## src/rtl/pe_gate_pkg.sv

```systemverilog
package pe_gate_pkg;
   localparam int FLAG_W = 5;

   typedef struct packed {
      logic inx_sticky;   // bit 4
      logic frac_inx;     // bit 3
      logic zdiv;         // bit 2
      logic sqrt_inv;     // bit 1
      logic snan_inv;     // bit 0
   } flags_t;
endpackage

```

## src/rtl/pe_lane_class.sv

```systemverilog
module pe_lane_class #(
   parameter int EXP_W        = 11,
   parameter int FRAC_W       = 52,
   parameter bit SQRT_SUPPORT = 1'b1,
   localparam int DW          = 1 + EXP_W + FRAC_W
) (
   input  logic [DW-1:0] opnd,
   input  logic          sqrt_mode,
   input  logic          inv_en,
   input  logic          zdiv_en,
   output logic          is_snan,
   output logic          is_zero,
   output logic          is_sqrt_inv,
   output logic          blocks
);
   logic              sgn;
   logic [EXP_W-1:0]  ex;
   logic [FRAC_W-1:0] fr;

   assign sgn = opnd[DW-1];
   assign ex  = opnd[DW-2 -: EXP_W];
   assign fr  = opnd[FRAC_W-1:0];

   always_comb begin
      is_snan = (&ex) && (|fr) && !fr[FRAC_W-1];
      is_zero = (ex == '0) && (fr == '0);
   end

   generate
      if (SQRT_SUPPORT) begin : g_sqrt
         assign is_sqrt_inv = sqrt_mode && sgn && !is_zero && !is_snan;
      end else begin : g_nosqrt
         logic unused_mode;
         assign unused_mode = sqrt_mode ^ sgn;
         assign is_sqrt_inv = 1'b0;
      end
   endgenerate

   assign blocks = ((is_snan || is_sqrt_inv) && inv_en) || (is_zero && zdiv_en);
endmodule

```

## src/rtl/pe_flag_merge.sv

```systemverilog
module pe_flag_merge
   import pe_gate_pkg::*;
#(
   parameter int LANES = 2
) (
   input  logic             valid,
   input  logic             inexact,
   input  flags_t           cur,
   input  logic [LANES-1:0] snan,
   input  logic [LANES-1:0] zero,
   input  logic [LANES-1:0] sqinv,
   output flags_t           nxt
);
   always_comb begin
      nxt = cur;
      if (valid) begin
         nxt.snan_inv = cur.snan_inv | (|snan);
         nxt.sqrt_inv = cur.sqrt_inv | (|sqinv);
         nxt.zdiv     = cur.zdiv | (|zero);
         nxt.frac_inx = inexact;
      end
   end
endmodule

```

## src/rtl/pe_pair_gate.sv

```systemverilog
module pe_pair_gate
   import pe_gate_pkg::*;
#(
   parameter int EXP_W        = 11,
   parameter int FRAC_W       = 52,
   parameter int LANES        = 2,
   parameter bit SQRT_SUPPORT = 1'b1,
   localparam int DW          = 1 + EXP_W + FRAC_W,
   localparam int PW          = LANES * DW
) (
   input  logic              clk,
   input  logic              rst_n,
   input  logic              in_valid,
   input  logic              sqrt_mode,
   input  logic              inv_en,
   input  logic              zdiv_en,
   input  logic              inexact,
   input  logic [PW-1:0]     operands,
   input  logic [PW-1:0]     estimates,
   input  logic [FLAG_W-1:0] flags_in,
   output logic [FLAG_W-1:0] flags_out,
   output logic              wr_en,
   output logic [PW-1:0]     wr_data,
   output logic              cls_we,
   output logic [DW-1:0]     cls_src
);
   initial begin
      assert (LANES >= 1) else $error("pe_pair_gate: LANES must be at least 1");
      assert (EXP_W >= 2 && FRAC_W >= 2) else $error("pe_pair_gate: field widths too small");
   end

   logic [LANES-1:0] snan_v, zero_v, sqinv_v, blk_v;
   flags_t           fl_cur, fl_nxt;

   genvar g;
   generate
      for (g = 0; g < LANES; g++) begin : g_lane
         pe_lane_class #(
            .EXP_W       (EXP_W),
            .FRAC_W      (FRAC_W),
            .SQRT_SUPPORT(SQRT_SUPPORT)
         ) u_cls (
            .opnd       (operands[g*DW +: DW]),
            .sqrt_mode  (sqrt_mode),
            .inv_en     (inv_en),
            .zdiv_en    (zdiv_en),
            .is_snan    (snan_v[g]),
            .is_zero    (zero_v[g]),
            .is_sqrt_inv(sqinv_v[g]),
            .blocks     (blk_v[g])
         );
      end
   endgenerate

   assign fl_cur = flags_t'(flags_in);

   pe_flag_merge #(.LANES(LANES)) u_merge (
      .valid  (in_valid),
      .inexact(inexact),
      .cur    (fl_cur),
      .snan   (snan_v),
      .zero   (zero_v),
      .sqinv  (sqinv_v),
      .nxt    (fl_nxt)
   );

   assign flags_out = fl_nxt;

   logic pair_ok, lead_ok;
   assign pair_ok = in_valid && (blk_v == '0);
   assign lead_ok = in_valid && !blk_v[0];

   always_ff @(posedge clk or negedge rst_n) begin
      if (!rst_n) begin
         wr_en   <= 1'b0;
         cls_we  <= 1'b0;
         wr_data <= '0;
         cls_src <= '0;
      end else begin
         wr_en  <= pair_ok;
         cls_we <= lead_ok;
         if (pair_ok) wr_data <= estimates;
         if (lead_ok) cls_src <= estimates[DW-1:0];
      end
   end
endmodule

```

## config.mk

```make
export PLATFORM = sky130hd
export DESIGN_NAME = pe_pair_gate
export DESIGN_NICKNAME = d
export VERILOG_FILES = /design/src/rtl/pe_gate_pkg.sv /design/src/rtl/pe_lane_class.sv /design/src/rtl/pe_flag_merge.sv /design/src/rtl/pe_pair_gate.sv
export SDC_FILE = /design/constraint.sdc
export NUM_CORES = 1
export LEC_CHECK = 0
export CAP_MARGIN = 10
export CORE_AREA = 2 2 181 183
export DETAILED_ROUTE_END_ITERATION = 6
export DIE_AREA = 0 0 183 185
export PLACE_DENSITY = 0.57
export SLEW_MARGIN = 20
export SYNTH_ARGS = -nofsm -noshare
export SYNTH_HDL_FRONTEND = slang
export SYNTH_SLANG_ARGS = --single-unit
```

## constraint.sdc

```tcl
create_clock -name clk -period 2.6 [get_ports clk]
set_clock_uncertainty 0.1 [all_clocks]
set_input_delay 0.52 -clock clk [delete_from_list [all_inputs] [get_ports clk]]
set_output_delay 0.52 -clock clk [all_outputs]
set_load 0.01 [all_outputs]
```

==> qor.yml <==
run_status: "finished, violations left"
violations: "negative setup slack"
async_reset_ff_frac: 1.00
area_growth_pct: 82.9
netlist_area_sq_um: 7680
wl_met3_microns: 1800
clkLatencyLatePin_ns: 0.42
synth_ff_type: "dfrtp_1"
ant_nets: 0
rsz0062_at_grt: "yes"
hp-class: "flop to flop"
grt_antenna_before_repair: 2
wl_per_cell_microns: 19.5
cts_tree: "yes"
synth_cell_types: 22
dr.pass1.iters: 4
maxCapViolations: 0
drt_wl_total_microns: 27600
synth_top_area_cell: "dfrtp_1"
critPathLaunchType: "input port"
pin_count: 467
port_buffers: 464
wl_met2_microns: 14800
fillers: 2973
syn_area_per_cell_sq_um: 16.0
cp_cell_sequence: "buf_6, nor4_4, nand4_1, nor4_4, buf_4, nand2_4, nand4_1, o21ai_4, a21o_1, buf_2"
synth_top_area_share: 0.632
cp.buffers_inverters: 3
slowest_delay_ns: 0.32
die_height_microns: 185
clk_pin_slew_ns: 0.07
synth_cells: 481
met1_length_microns: 10400
critPathArrivalTime_ns: 2.12
synth_most_common_cell: "dfrtp_1"
critPathSlowestCell: "nor4_4"
clock-root-buffer: "clkbuf_16"
coreArea_sq_um: 32000
power.density_nw_per_um2: 612
track_usage: 0.159
highest_layer: "met4"
synth_common_cells: "dfrtp_1 (194), mux2_1 (109), mux2_2 (84)"
cp_max_fo: 2
crit_required_ns: 1.98
fin_ws_ns: -0.135
layout-drive-gt1-share: 0.301
ys_seq_elements: 194
critical-path-top-delay-family: "simple AND/OR/NAND/NOR gates"
synth_area_leaders: "dfrtp_1 (63%), mux2_1 (16%), mux2_2 (12%)"
nets: 1257
fmax_ghz: 0.366
via_per_inst: 4.34
first_global_vias: 6568
finalSetupViolations: 127
core.rowCount: 66
vias: 6122
path_class: "input port to primary output"
synth_nets: 749
min_period_ns: 2.74
relSlewSlack: 0.674
report.final.slew_viol_count: 0
grt-ovfl-total: 0
yosys_warnings: 0
synth_edf_count: 0
gp_congestion: 0.776
peakVddDrop_uv: 421
worst_pin_slew_ns: 0.489
dp_hpwl_microns: 21200
timing.final.crit_share: 1.05
clock-sinks: 194
cts_max_level: 4
finalPower_w: 0.00859
finalHoldViolCount: 0
seq_area_frac_synth: 0.632
drcViolationCount: 0
dieArea_sq_um: 33900
cts_buffers: 17
grt_max_degree: 55
dieWidth_microns: 183
clk_path_buf_depth: 2
drt_iter0_drc: 200
dpl_worst_slack_ns: -1.28
grt_first_pass_wirelength_microns: 40200
leakagePower_nw: 5.78
end_kind: "primary output"
start_util: 0.240
==> per-layer routing <==
layer | GRT usage | vias up
met5 | 0 | -
met4 | 0.0490 | 0
met3 | 0.0431 | 28
met2 | 0.297 | 282
met1 | 0.175 | 3025
li1 | - | 2787
==> through the flow <==
| stage | util | TNS (ns) | area, sq um | cells | hold WS, ns |
|---|---|---|---|---|---|
| after global placement | 0.408 | -192.49 | 13100 | 1366 | 0.367 |
| after CTS | 0.433 | -0.314 | 13900 | 1407 | 0.388 |
| after global routing | 0.438 | -18.80 | 14000 | 1411 | 0.398 |
| final | 0.438 | -6.24 | 14000 | 1411 | 0.383 |
| after floorplan | - | -0.207 | 7700 | 481 | 0.124 |
| after detailed placement | 0.408 | -191.04 | 13100 | 1366 | 0.374 |
==> cells by family (layout without fill, tap and decap cells) <==
group,Yosys count,after routing,share of synthesized area
and+or+nand+nor,61,61,0.0482
other,0,1,0
buffers and inverters,25,546,0.0275
DFF,194,194,0.632
muxes,193,193,0.283
AOI/OAI and AO/OA,8,8,0.00864
==> area by class of cell <==
type                       instances  area (sq um)  area share
clock inverter                    14           169      0.0120
antenna                            1          2.50    0.000178
timing repair buffer             511          4980       0.355
sequential                       194          4850       0.346
inverter                           3          13.8    0.000980
tap                              408           510      0.0364
multi-input combinational        262          3060       0.218
clock buffer                      18           439      0.0313
==> layout by cell type (no fill, tap or decap), types with 2 or more instances in the layout <==
cell type / count
dfrtp_1: 194
clkbuf_8: 2
clkdlybuf4s50_1: 333
a21o_1: 2
clkdlybuf4s15_2: 8
mux2_2: 81
buf_16: 2
o21ai_4: 2
nor4_2: 15
nor4_4: 17
inv_6: 5
dlygate4sd2_1: 17
buf_6: 27
buf_4: 21
clkbuf_16: 19
buf_12: 12
mux2_4: 11
bufinv_16: 2
clkinvlp_4: 2
a31oi_1: 2
mux2_1: 101
nand4b_1: 2
inv_1: 2
clkinv_4: 2
buf_2: 57
nand2_1: 4
clkbuf_2: 2
nor4_1: 3
nand3_2: 3
clkdlybuf4s15_1: 27
nand2_4: 2
nand3_1: 2
nand4_1: 9
==> flip-flops by register name, indices dropped and copies added (netlist names) <==
name / count
wr_data: 128
wr_en: 1
cls_src: 64
cls_we: 1
==> final timing paths <==
path	startpoint	endpoint	slack, ns	depth (start not counted)
setup / recovery	operands[20]	flags_out[1]	-0.14	10
setup reg to reg	wr_data[26]	wr_data[26]	1.69	1
hold / removal	wr_data[52]	wr_data[52]	0.38	1
max in group asynchronous	rst_n	wr_data[56]	1.20	3
hold reg to reg	wr_data[52]	wr_data[52]	0.38	1
min in group asynchronous	rst_n	cls_src[36]	0.54	2
==> power breakdown <==
group,leakage [nW],total (W),internal [W],switching [W]
Clock,0.293,0.00272,0.00148,0.00125
Sequential,2.27,0.00361,0.00342,0.000193
Combinational,3.22,0.00225,0.00140,0.000851
Total,5.78,0.00859,0.00630,0.00229
==> what timing repair did <==
| item | 4_1_cts | 5_1_grt |
|---|---|---|
| setup buffers | 10 | 2 |
| cloned | 1 | 3 |
| setup endpoints to repair | 197 | 188 |
| pin swaps | 57 | 9 |
| gates resized for setup | 450 | 23 |
| hold buffers | 1 | 0 |
| hold endpoints to repair | 49 | 0 |
Power figures use the tool's default switching activity.
